[src/rtl/arp_pkg.sv]
`timescale 1ns/1ps
package arp_pkg;
  localparam int NUM_RATES   = 7;
  localparam int RATE_W      = 3;
  localparam int MAX_FRAME   = 512;
  localparam int LOSS_MARGIN = 2;

  typedef struct packed {
    logic              ok;
    logic [RATE_W-1:0] idx;
  } rate_match_t;

  typedef enum logic [1:0] {
    PS_OFF  = 2'd0,
    PS_WAKE = 2'd1,
    PS_ON   = 2'd2
  } pwr_state_t;

  // Master-clock cycles per frame for each rate index.
  function automatic int unsigned nominal_len(input logic [RATE_W-1:0] idx);
    case (idx)
      3'd0:    return 32;
      3'd1:    return 64;
      3'd2:    return 192;
      3'd3:    return 193;
      3'd4:    return 256;
      3'd5:    return 320;
      default: return MAX_FRAME;
    endcase
  endfunction

  // Exact match first; otherwise the lowest index within one cycle.
  function automatic rate_match_t classify(input int unsigned period);
    rate_match_t r;
    r = '0;
    for (int i = 0; i < NUM_RATES; i++)
      if (period == nominal_len(RATE_W'(i))) begin
        r.ok  = 1'b1;
        r.idx = RATE_W'(i);
      end
    if (!r.ok)
      for (int i = NUM_RATES - 1; i >= 0; i--)
        if ((period + 1 == nominal_len(RATE_W'(i))) ||
            (period == nominal_len(RATE_W'(i)) + 1)) begin
          r.ok  = 1'b1;
          r.idx = RATE_W'(i);
        end
    return r;
  endfunction
endpackage

[src/rtl/arp_sync.sv]
`timescale 1ns/1ps
module arp_sync #(
  parameter int STAGES = 2
) (
  input  logic clk,
  input  logic rst_n,
  input  logic d,
  output logic lvl,
  output logic rise
);
  logic [STAGES-1:0] chain;
  logic              last;

  always_ff @(posedge clk or negedge rst_n) begin
    if (!rst_n) begin
      chain <= '0;
      last  <= 1'b0;
    end else begin
      chain <= STAGES'({chain, d});
      last  <= chain[STAGES-1];
    end
  end

  assign lvl  = chain[STAGES-1];
  assign rise = chain[STAGES-1] & ~last;
endmodule

[src/rtl/arp_meter.sv]
`timescale 1ns/1ps
module arp_meter
  import arp_pkg::*;
#(
  parameter int CNT_W = 10
) (
  input  logic              clk,
  input  logic              rst_n,
  input  logic              fs_rise,
  output logic              locked,
  output logic [RATE_W-1:0] rate_idx
);
  logic [CNT_W-1:0]  cnt;
  logic              have_ref;
  logic              prev_ok;
  logic [RATE_W-1:0] prev_idx;
  rate_match_t       cur;
  logic              measure;
  logic              confirm;

  assign cur     = classify(32'(cnt));
  assign measure = fs_rise & have_ref;
  assign confirm = measure & cur.ok & prev_ok & (prev_idx == cur.idx);

  always_ff @(posedge clk or negedge rst_n) begin
    if (!rst_n) begin
      cnt      <= '0;
      have_ref <= 1'b0;
      prev_ok  <= 1'b0;
      prev_idx <= '0;
      locked   <= 1'b0;
      rate_idx <= '0;
    end else begin
      if (fs_rise)       cnt <= CNT_W'(1);
      else if (~&cnt)    cnt <= cnt + CNT_W'(1);
      have_ref <= have_ref | fs_rise;
      if (measure) begin
        prev_ok  <= cur.ok;
        prev_idx <= cur.idx;
        if (!cur.ok) begin
          locked <= 1'b0;
        end else if (confirm) begin
          locked   <= 1'b1;
          rate_idx <= cur.idx;
        end
      end
    end
  end

  AST_RATE_HOLDS: assert property (@(posedge clk) disable iff (!rst_n)
    !fs_rise |=> ($stable(rate_idx) && $stable(locked)));
  AST_BAD_PERIOD_UNLOCKS: assert property (@(posedge clk) disable iff (!rst_n)
    (measure && !cur.ok) |=> (!locked && $stable(rate_idx)));
  AST_FIRST_RISE_NO_LOCK: assert property (@(posedge clk) disable iff (!rst_n)
    (fs_rise && !have_ref) |=> !locked);
endmodule

[src/rtl/arp_tickgen.sv]
`timescale 1ns/1ps
module arp_tickgen #(
  parameter int CNT_W = 10,
  parameter int STEP  = 32
) (
  input  logic             clk,
  input  logic             rst_n,
  input  logic             run,
  input  logic             fs_rise,
  input  logic [CNT_W-1:0] frame_len,
  output logic             tick_fast,
  output logic             tick_frame
);
  logic [CNT_W-1:0] acc;
  logic [CNT_W:0]   sum;
  logic             wrap;

  assign sum  = {1'b0, acc} + (CNT_W+1)'(STEP);
  assign wrap = (sum >= {1'b0, frame_len});

  always_ff @(posedge clk or negedge rst_n) begin
    if (!rst_n) begin
      acc        <= '0;
      tick_fast  <= 1'b0;
      tick_frame <= 1'b0;
    end else if (!run) begin
      acc        <= '0;
      tick_fast  <= 1'b0;
      tick_frame <= 1'b0;
    end else if (fs_rise) begin
      acc        <= '0;
      tick_fast  <= 1'b1;
      tick_frame <= 1'b1;
    end else begin
      tick_frame <= 1'b0;
      tick_fast  <= wrap;
      acc        <= wrap ? CNT_W'(sum - {1'b0, frame_len}) : sum[CNT_W-1:0];
    end
  end

  AST_ACC_IN_RANGE: assert property (@(posedge clk) disable iff (!rst_n)
    run |-> (acc < frame_len));
  AST_FRAME_TICK_ON_RISE: assert property (@(posedge clk) disable iff (!rst_n)
    tick_frame |-> ($past(fs_rise) && tick_fast));
endmodule

[src/rtl/arp_power.sv]
`timescale 1ns/1ps
module arp_power
  import arp_pkg::*;
#(
  parameter int CNT_W       = 10,
  parameter int WAKE_FRAMES = 2
) (
  input  logic             clk,
  input  logic             rst_n,
  input  logic             pu_lvl,
  input  logic             fs_lvl,
  input  logic             fs_rise,
  input  logic [CNT_W-1:0] loss_limit,
  output logic             standby,
  output logic             tx_oe,
  output logic             active
);
  localparam int WK_W = $clog2(WAKE_FRAMES + 1);

  pwr_state_t       st;
  logic [WK_W-1:0]  wk;
  logic [CNT_W-1:0] low_run;
  logic             loss;

  assign loss = (low_run >= loss_limit);

  always_ff @(posedge clk or negedge rst_n) begin
    if (!rst_n) begin
      low_run <= '0;
    end else if (fs_lvl) begin
      low_run <= '0;
    end else if (~&low_run) begin
      low_run <= low_run + CNT_W'(1);
    end
  end

  always_ff @(posedge clk or negedge rst_n) begin
    if (!rst_n) begin
      st <= PS_OFF;
      wk <= '0;
    end else if (!pu_lvl) begin
      st <= PS_OFF;
      wk <= '0;
    end else begin
      case (st)
        PS_OFF: if (fs_rise) begin
          st <= PS_WAKE;
          wk <= '0;
        end
        PS_WAKE: if (loss) begin
          st <= PS_OFF;
        end else if (fs_rise) begin
          if (wk == WK_W'(WAKE_FRAMES - 1)) st <= PS_ON;
          else                              wk <= wk + WK_W'(1);
        end
        PS_ON: if (loss) st <= PS_OFF;
        default: st <= PS_OFF;
      endcase
    end
  end

  assign standby = (st == PS_OFF);
  assign tx_oe   = (st == PS_ON);
  assign active  = (st != PS_OFF);

  AST_PWR_DOWN_FORCES_OFF: assert property (@(posedge clk) disable iff (!rst_n)
    !pu_lvl |=> (standby && !tx_oe));
  AST_LOSS_DROPS_OE: assert property (@(posedge clk) disable iff (!rst_n)
    loss |=> !tx_oe);
  AST_OE_AFTER_RISE: assert property (@(posedge clk) disable iff (!rst_n)
    $rose(tx_oe) |-> $past(fs_rise));
endmodule

[src/rtl/autorange_prescaler.sv]
`timescale 1ns/1ps
module autorange_prescaler
  import arp_pkg::*;
#(
  parameter int CNT_W           = 10,
  parameter int SYNC_STAGES     = 2,
  parameter int WAKE_FRAMES     = 2,
  parameter int TICKS_PER_FRAME = 32
) (
  input  logic       clk,
  input  logic       rst_n,
  input  logic       fsync_in,
  input  logic       pwr_up_in,
  output logic       tick_256k,
  output logic       tick_8k,
  output logic       locked,
  output logic [2:0] rate_idx,
  output logic       standby,
  output logic       tx_oe
);
  localparam logic [CNT_W-1:0] UNLOCKED_LIMIT = CNT_W'(MAX_FRAME + LOSS_MARGIN);

  logic             fs_lvl, fs_rise, pu_lvl, pu_rise_unused;
  logic             active, run;
  logic [CNT_W-1:0] frame_len, loss_limit;

  arp_sync #(.STAGES(SYNC_STAGES)) u_fs_sync (
    .clk(clk), .rst_n(rst_n), .d(fsync_in), .lvl(fs_lvl), .rise(fs_rise));
  arp_sync #(.STAGES(SYNC_STAGES)) u_pu_sync (
    .clk(clk), .rst_n(rst_n), .d(pwr_up_in), .lvl(pu_lvl), .rise(pu_rise_unused));

  arp_meter #(.CNT_W(CNT_W)) u_meter (
    .clk(clk), .rst_n(rst_n), .fs_rise(fs_rise), .locked(locked), .rate_idx(rate_idx));

  assign frame_len  = CNT_W'(nominal_len(rate_idx));
  assign loss_limit = locked ? (frame_len + CNT_W'(LOSS_MARGIN)) : UNLOCKED_LIMIT;
  assign run        = locked & active;

  arp_tickgen #(.CNT_W(CNT_W), .STEP(TICKS_PER_FRAME)) u_tickgen (
    .clk(clk), .rst_n(rst_n), .run(run), .fs_rise(fs_rise), .frame_len(frame_len),
    .tick_fast(tick_256k), .tick_frame(tick_8k));

  arp_power #(.CNT_W(CNT_W), .WAKE_FRAMES(WAKE_FRAMES)) u_power (
    .clk(clk), .rst_n(rst_n), .pu_lvl(pu_lvl), .fs_lvl(fs_lvl), .fs_rise(fs_rise),
    .loss_limit(loss_limit), .standby(standby), .tx_oe(tx_oe), .active(active));

  AST_NO_TICK_UNLOCKED: assert property (@(posedge clk) disable iff (!rst_n)
    (!locked || standby) |=> (!tick_256k && !tick_8k));
  AST_OE_IMPLIES_AWAKE: assert property (@(posedge clk) disable iff (!rst_n)
    tx_oe |-> !standby);
endmodule

[config.mk]
export PLATFORM = sky130hd
export DESIGN_NAME = autorange_prescaler
export DESIGN_NICKNAME = d
export VERILOG_FILES = /design/src/rtl/arp_pkg.sv /design/src/rtl/arp_sync.sv /design/src/rtl/arp_meter.sv /design/src/rtl/arp_tickgen.sv /design/src/rtl/arp_power.sv /design/src/rtl/autorange_prescaler.sv
export SDC_FILE = /design/constraint.sdc
export NUM_CORES = 1
export LEC_CHECK = 0
export BUFFER_PORTS_ARGS = -buffer_cell sky130_fd_sc_hd__buf_2
export CORE_MARGIN = 10
export CORE_UTILIZATION = 38
export CTS_CLUSTER_DIAMETER = 200
export DETAILED_ROUTE_END_ITERATION = 16
export GPL_TIMING_DRIVEN = 1
export SKIP_CTS_REPAIR_TIMING = 1
export SYNTH_ARGS = -nofsm -noshare
export SYNTH_HDL_FRONTEND = slang
export SYNTH_SLANG_ARGS = --single-unit
[constraint.sdc]
create_clock -name clk -period 8.7 [get_ports clk]
set_clock_uncertainty 0.15 [all_clocks]
set_input_delay 1.74 -clock clk [delete_from_list [all_inputs] [get_ports clk]]
set_output_delay 1.74 -clock clk [all_outputs]
set_load 0.01 [all_outputs]
# Word level (Yosys, flattened, before mapping)
# Cells that the tools add are included.
[op_classes]
magnitude_cmp = 2
muxes = 50
addsub = 14
n_shift = 0
eq_ne = 41
n_reduce_logical = 16
bitwise_logic = 8
multipliers = 0
n_div = 0
[ops]
columns = ["cell", "count"]
rows = [
  ["$add 32x1->32 const B", 7],
  ["$eq 10x32->1", 7],
  ["$eq 32x32->1", 7],
  ["$mux 32", 7],
  ["$mux 10", 8],
  ["$mux 4", 15],
  ["$pmux 10 s6", 1],
  ["$mux 2", 11],
  ["$add 10x1->10 const B", 2],
  ["$eq 10x8->1 const B", 2],
  ["$eq 10x9->1 const B", 2],
  ["$reduce_and 10->1", 2],
  ["$add 10x1->11 const B", 1],
  ["$add 10x6->11 const B", 1],
  ["$ge 11x10->1", 1],
  ["$add 10x2->10 const B", 1],
  ["$eq 10x10->1 const B", 1],
  ["$eq 10x6->1 const B", 1],
  ["$eq 10x7->1 const B", 1],
  ["$ge 10x10->1", 1],
  ["$sub 10x10->10", 1],
  ["$ne 3x2->1 const B", 3],
  ["$ne 3x3->1 const B", 3],
  ["$logic_or 1x1->1", 7],
  ["other kinds (24)", 38],
]
[totals]
mem_count = 0
ram_bits = 0
in_bits = 4
register_bits = 50
word_cells = 146
rom_bits = 0
out_inout_bits = 8
latch_bits = 0

# Depth between registers and ports, before layout
# Gate-level depths: netlist of the first run.
[depth]
ltp_word = 25
depth_mapped = 13
ltp_nobuf = 12

# Hierarchy
# From an unflattened synthesis of the first run, not the netlist that was laid out.
[hier_totals]
cells_unflattened = 473
area_unflattened_um2 = 4194.0
[by_module_without_submodules]
columns = ["module", "seq_area_each_um2", "instances", "cells_each", "area_each_um2"]
rows = [
  ["arp_meter", 475.5, 1, 205, 1749.2],
  ["arp_tickgen", 300.3, 1, 127, 1144.8],
  ["arp_power", 350.3, 1, 116, 1022.2],
  ["arp_sync", 75.1, 2, 4, 88.8],
  ["autorange_prescaler", 0.0, 1, 17, 100.1],
]

# Worst setup path after synthesis of the first run
# OpenSTA, ideal clock, no wires.
[synth_path]
kind = "register to register"
startpoint = "reg u_meter.cnt[1]"
endpoint = "reg u_meter.rate_idx[1]"
setup_slack_ns = 5.585
path_buffers = 2
period_less_slack_ns = 3.115
setup_ns = 0.128
path_stages_with_launch = 13
arrival_ns = 2.837
required_ns = 8.422
cell_sequence = "dfrtp_1 ha_1 buf_4 and4_1 and2_1 buf_2 a32oi_1 o21ai_1 a32oi_1 or4bb_1 nand3_2 nor4_4 mux2_1"
[synth_via]
elab_chain_len = 18
elab_cells_between_ends = 49
cone_classes = "add/sub: 1; eq/ne: 22; mux: 15; bitwise: 3; reduce/logical: 8"
[synth_lines]
columns = ["element", "line", "rtl"]
rows = [
  ["from (decl)", "arp_meter.sv:13", "logic [CNT_W-1:0] cnt;"],
  ["from (signal assigned)", "arp_meter.sv:35", "else if (~&cnt) cnt <= cnt + CNT_W'(1);"],
  ["parallel branches: the longest is 14 deep, another holds $add 10x1->11", "--", ""],
  ["$mux 4 (*)", "arp_pkg.sv:41", "if (!r.ok)"],
  ["$eq 3x3->1", "arp_meter.sv:23", "assign confirm = measure & cur.ok & prev_ok & (prev_idx == cur.idx);"],
  ["$and 1x1->1", "arp_meter.sv:23", ""],
  ["$reduce_and 3->1 (no source line)", "--", ""],
  ["to (signal assigned)", "arp_meter.sv:44", "rate_idx <= cur.idx;"],
  ["to (decl)", "arp_meter.sv:11", "output logic [RATE_W-1:0] rate_idx"],
]
# Mark *: on every way between the ends.
# A chain may end at the register's enable or synchronous reset.

# Worst setup path after layout of the first run
[layout_path]
startpoint = "reg u_meter.cnt[0]"
endpoint = "reg u_meter.rate_idx[1]"
# Same word-level chain as after synthesis.

==> qor.csv, run 1 <==
metric,value,unit
"Seq/Total Area, Yosys",0.348,
Sw Share,0.338,
largest net degree at the start of global routing,51,
Max VDD drop,0.000113,V
area of the multi-input gates,2160,sq um
GRT Total Usage,0.119,
Final ANT Viol Nets,0,
FF+latch area,1250,sq um
Initial DRC Count,193,
TritonRoute pass-1 iters,4,
number of register bits inferred by synthesis,50,
P_leak,0.00159,uW
detailed placement HPWL,5.65,mm
CTS tree,yes,
Worst setup EP type,flip-flop,
hold slack,204,ps
die height,117,microns
I/O pins,12,
Mean Syn Cell Area,8.99,sq um
total negative slack,0,ps
fmax,280,MHz
Place WS,5160,ps
routability cong.,0.897,
worst skew pair latency,310,ps
H-tree depth,2,
clock sink total,50,
met3 Resource Use GR,0.0224,
worst hold start,u_fs_sync.chain[0],
number of diodes,0,
number of max-cap violations,0,
area growth from synthesis to layout,5.57,%
Die ar.,13800,sq um
Via Count,2869,
number of global-route vias before repair,2790,
"EDFF count, synth",0,
slew margin rel.,0.570,
Final Hold Viols,0,
Clock power frac,0.258,
wire length after detailed routing,7.79,mm
Rows,35,
core area,9240,sq um
internal cell power,347,uW
RSZ-0062 raised after global routing,no,
Tmin final,3580,ps
Setup CP Type,flip-flop to flip-flop,
reg2reg end,u_meter.rate_idx[1],
net switching power,177,uW
Worst R2R Path Depth,10,
max-slew violation count,0,
mapped cell area,3600,sq um
WL per Instance,14.7,microns
crit share post-route,0.411,
Hold EP,u_fs_sync.chain[1],
WP data arrival,3630,ps
busiest grt layer,met2,
ratio of cells with drive above 1 in the final layout,0.0973,
Seq pwr share,0.512,
GRT overflow,0,
Post-synth ARST share,1.00,
CTS max path bufs,2,
ys flop type,dfrtp_1,
initial antenna violation count,0,
layout net count,426,
Worst Path Required,8750,ps
met1 usage,0.158,
number of I/O port buffers,11,
Yosys cell types,67,
GRT met2 Usage,0.191,
"CTS clk-pin slew, worst paths",90,ps
Num CTS Buffers,5,
YS warnings,0,
Min-Delay Path Class,flip-flop to flip-flop,
critical path launch point type,flip-flop,
Post-Synthesis Cells,400,
"Worst Setup Slack, final",5120,ps
fillers,913,
Reg-to-Reg Start,u_meter.cnt[0],
actual slew at the worst max-slew pin,645,ps
R2R Setup Slk,5120,ps
syn nets,425,
Power Density,138,nW/um^2
Crit Path Max Fanout,11,
Starting Density,0.389,
Worst Hold Path Cells,0,
Setup Viol. Count Final,0,
Comb pwr share,0.229,
first-pass GRT wire length,13.2,mm
CTS root buffer,clkbuf_8,
outcome,completed,
die width,117,microns
Via density,5.41,
drt drc,0,
==> cells in the mapped netlist, drive strengths merged, types with 6 or more instances <==
master	count	share of area
and2	8	0.014
nand2b	8	0.014
ha	21	0.073
o21ai	27	0.041
and3	6	0.010
o21a	6	0.013
mux2i	6	0.017
nand2	29	0.030
inv	19	0.020
nand3	15	0.022
nor2	41	0.043
clkbuf	7	0.0073
nor3	10	0.014
xor2	9	0.022
buf	12	0.024
nor2b	7	0.012
dfrtp	50	0.35
xnor2	15	0.037
a211oi	6	0.016
a31oi	7	0.012
a21oi	15	0.021
==> cell type report <==
type	count	share of cell area
Clock buffer	6	0.0191
Clock inverter	1	0.00198
Inverter	19	0.0188
Multi-Input combinational cell	312	0.570
Sequential cell	50	0.329
Tap cell	129	0.0425
Timing Repair Buffer	13	0.0185
==> power groups by stage <==
stage | Clock, uW | Sequential, uW | Combinational [uW]
floorplan | 0 | 256 | 114
global placement | 0 | 272 | 119
detailed placement | 0 | 273 | 119
CTS | 139 | 268 | 119
global route | 149 | 272 | 134
finish | 136 | 269 | 120
==> sequential cells by signal, indices dropped and copies added (netlist names) <==
register,cells
u_pu_sync.chain,2
u_meter.locked,1
u_meter.have_ref,1
u_fs_sync.last,1
u_tickgen.tick_fast,1
u_power.wk,2
u_fs_sync.chain,2
u_meter.prev_idx,3
u_power.st,2
u_power.low_run,10
u_tickgen.tick_frame,1
u_meter.prev_ok,1
u_tickgen.acc,10
u_meter.rate_idx,3
u_meter.cnt,10
==> cell families (layout without fill, tap and decap cells) <==
group / count (synthesis) / count (layout) / synth area share
flip-flops: 50 / 50 / 0.348
multiplexers: 8 / 8 / 0.0230
AND/OR/NAND/NOR: 162 / 162 / 0.253
AO/OA/AOI/OAI: 97 / 97 / 0.194
XOR/XNOR: 24 / 24 / 0.0584
adder cells (fa/ha/maj): 21 / 21 / 0.0730
buffers and inverters: 38 / 39 / 0.0508
==> critical path, cell delays in order (launching register included) <==
cell,delay [ps]
dfrtp_1,550
ha_1,400
nand3_1,320
nor4_4,410
o21ai_1,140
o41ai_2,270
a211oi_1,90
o21ai_1,260
xor2_1,210
nor4_4,340
mux2_1,340
==> cells in the final DEF, fill, tap and decap left out, types with 3 or more instances in the layout <==
| master | instances |
|---|---|
| o21a_1 | 6 |
| a21oi_1 | 15 |
| nor3b_1 | 4 |
| nor2b_1 | 7 |
| a32oi_1 | 4 |
| nor3_1 | 10 |
| xnor2_1 | 15 |
| or3_1 | 5 |
| a211oi_1 | 5 |
| nor2_1 | 40 |
| nand2b_1 | 8 |
| o31ai_1 | 3 |
| inv_1 | 19 |
| o21ai_1 | 4 |
| and2_1 | 8 |
| nand2_1 | 29 |
| o21ai_0 | 22 |
| ha_1 | 21 |
| nand3b_1 | 5 |
| clkbuf_8 | 5 |
| nand3_1 | 14 |
| xor2_1 | 9 |
| buf_2 | 11 |
| a31oi_1 | 7 |
| o22ai_1 | 4 |
| and3_1 | 6 |
| dfrtp_1 | 50 |
| o211ai_1 | 5 |
| mux2i_1 | 6 |
| or2_2 | 4 |
| a21boi_0 | 5 |
==> worst max-delay path by stage <==
stage,cells after the start,start,slack (ps),end
floorplan,12,u_meter.cnt[1],5590,u_meter.rate_idx[1]
global route,10,u_meter.cnt[0],4820,u_meter.rate_idx[1]
finish,10,u_meter.cnt[0],5120,u_meter.rate_idx[1]
CTS,10,u_meter.cnt[0],5150,u_meter.rate_idx[1]
detailed placement,10,u_meter.cnt[0],5160,u_meter.rate_idx[1]
global placement,9,u_meter.cnt[0],5260,u_meter.rate_idx[1]
==> stage by stage <==
stage	cell area [sq um]	power (uW)	instances	utilization
floorplan	3600	370	400	-
global placement	3720	391	523	0.402
detailed placement	3720	392	523	0.402
CTS	3800	526	530	0.411
global route	3800	556	530	0.411
finish	3800	525	530	0.411
==> per-layer routing <==
layer	routed length [microns]	vias to the layer above
li1	-	1439
met1	3900	1369
met4	114	0
met5	0	-
met2	3480	49
met3	286	12
No activity file was read; power rests on OpenSTA's default activity.
==> run 2, diff against run 1 <==
==> constraint.sdc (replaced) <==
create_clock -name clk -period 3.2 [get_ports clk]
set_clock_uncertainty 0.15 [all_clocks]
set_input_delay 0.64 -clock clk [delete_from_list [all_inputs] [get_ports clk]]
set_output_delay 0.64 -clock clk [all_outputs]
set_load 0.01 [all_outputs]
==> run 2 against run 1 <==
Global-route usage grew 0.40 points. Non-clock buffer count grew 28. First-iteration DRC count grew 5.2%. Sequential power grew to 2.7 times the previous value. Via count grew 3.2%.
==> qor.csv, run 2 (synthesis results as in run 1) <==
metric,value,unit
Via density,5.30,
number of max-cap violations,0,
net switching power,512,uW
TritonRoute pass-1 iters,4,
first-pass GRT wire length,13.9,mm
Power Density,386,nW/um^2
CTS root buffer,clkbuf_8,
total negative slack,0,ps
number of I/O port buffers,11,
"commonest cells after routing, fill and taps aside","dfrtp_1, nor2_1, nand2_1",
Via Count,2960,
internal cell power,1090,uW
drt drc,0,
number of global-route vias before repair,2942,
Num CTS Buffers,5,
max-slew violation count,0,
GRT Total Usage,0.123,
RSZ-0062 raised after global routing,no,
Final ANT Viol Nets,0,
slew margin rel.,0.558,
wire length after detailed routing,8.17,mm
H-tree depth,2,
"most common cell after layout, fill and taps aside",dfrtp_1,
ratio of cells with drive above 1 in the final layout,0.198,
P_leak,0.00176,uW
routability cong.,0.913,
met3 Resource Use GR,0.0219,
DP Area,3910,sq um
Seq pwr share,0.447,
worst skew pair latency,300,ps
Place WS,60.3,ps
Clock power frac,0.282,
Crit Path Max Fanout,11,
core area,9240,sq um
Tmin final,3080,ps
WL per Instance,14.6,microns
actual slew at the worst max-slew pin,663,ps
Die ar.,13800,sq um
critical path launch point type,flip-flop,
CTS tree,yes,
layout net count,454,
Largest regs,"u_meter.cnt: 10 flops, u_power.low_run: 10 flops, u_tickgen.acc: 10 flops",
I/O pins,12,
Min-Delay Path Class,flip-flop to flip-flop,
detailed placement HPWL,6.11,mm
met1 usage,0.152,
fillers,922,
Worst setup EP type,flip-flop,
Worst Path Required,3240,ps
Rows,35,
largest net degree at the start of global routing,51,
outcome,completed,
initial antenna violation count,0,
clock sink total,50,
GRT met2 Usage,0.216,
die height,117,microns
Comb pwr share,0.270,
Setup Viol. Count Final,0,
fmax,325,MHz
number of diodes,0,
Starting Density,0.389,
die width,117,microns
CTS max path bufs,2,
busiest grt layer,met2,
"Worst Setup Slack, final",124,ps
post-route design area,4140,sq um
Max VDD drop,0.000245,V
Setup CP Type,flip-flop to flip-flop,
Sw Share,0.320,
Initial DRC Count,203,
crit share post-route,0.961,
GRT overflow,0,
"CTS clk-pin slew, worst paths",100,ps
hold slack,207,ps
area growth from synthesis to layout,15.1,%
Final Core Density,0.448,
Final Hold Viols,0,
WP data arrival,3120,ps
==> run 2: changes by cell type in the layout (fill, tap and decap cells not counted), moves of 2 or more <==
cell / before / now
buf_4: 2 / 27
xnor2_2: 0 / 2
dfrtp_2: 0 / 3
nand3_2: 1 / 3
nor3b_4: 0 / 2
buf_6: 0 / 2
nand3_1: 14 / 12
dfrtp_1: 50 / 47
xnor2_1: 15 / 13
ha_1: 21 / 19
==> run 2: per-stage QoR <==
stage	std cells	total power [uW]
2_1_floorplan	400	1010
3_3_place_gp	548	1100
3_5_place_dp	548	1100
4_1_cts	556	1560
5_1_grt	559	1690
6_report	559	1600
==> run 2: path summary, 6_finish.rpt <==
check | from | to | slack [ps] | cells past startpoint
min in group asynchronous | rst_n | u_tickgen.acc[6] | 300 | 2
worst min register to register | u_pu_sync.chain[0] | u_pu_sync.chain[1] | 210 | 0
worst max register to register | u_meter.cnt[5] | u_meter.rate_idx[1] | 120 | 9
worst max-delay path | u_meter.cnt[5] | u_meter.rate_idx[1] | 120 | 9
worst min-delay path | u_pu_sync.chain[0] | u_pu_sync.chain[1] | 210 | 0
max in group asynchronous | rst_n | u_meter.cnt[4] | 2110 | 2
==> run 2: power groups by stage <==
stage / Clock (uW) / Sequential (uW) / Combinational, uW
floorplan: 0 / 697 / 309
global placement: 0 / 716 / 384
detailed placement: 0 / 718 / 386
CTS: 470 / 706 / 388
global route: 491 / 723 / 478
finish: 452 / 715 / 433
==> run 2: layout make-up <==
type                            count  area, sq um  share of cell area
Clock buffer                        5         68.8              0.0166
Sequential cell                    50         1250               0.303
Inverter                           19         71.3              0.0172
Tap cell                          129          161              0.0390
Clock inverter                      3         45.0              0.0109
Multi-Input combinational cell    312         2250               0.544
Timing Repair Buffer               41          285              0.0689
==> run 2: routing by layer <==
layer	share of wire	wire (microns)	vias to the layer above
met5	0	0	-
met4	0.015	121	0
met3	0.032	262	11
met2	0.50	4090	42
met1	0.45	3700	1417
li1	-	-	1490
==> run 2: worst max-delay path, stage by stage, from the launching register on <==
cell and delay (ps):
dfrtp_1 470, buf_4 210, nand3b_1 220, a2111oi_1 480, o21ai_1 250, o211ai_1 190
or4bb_1 200, nand3_2 140, nor4_4 310, mux2_1 340
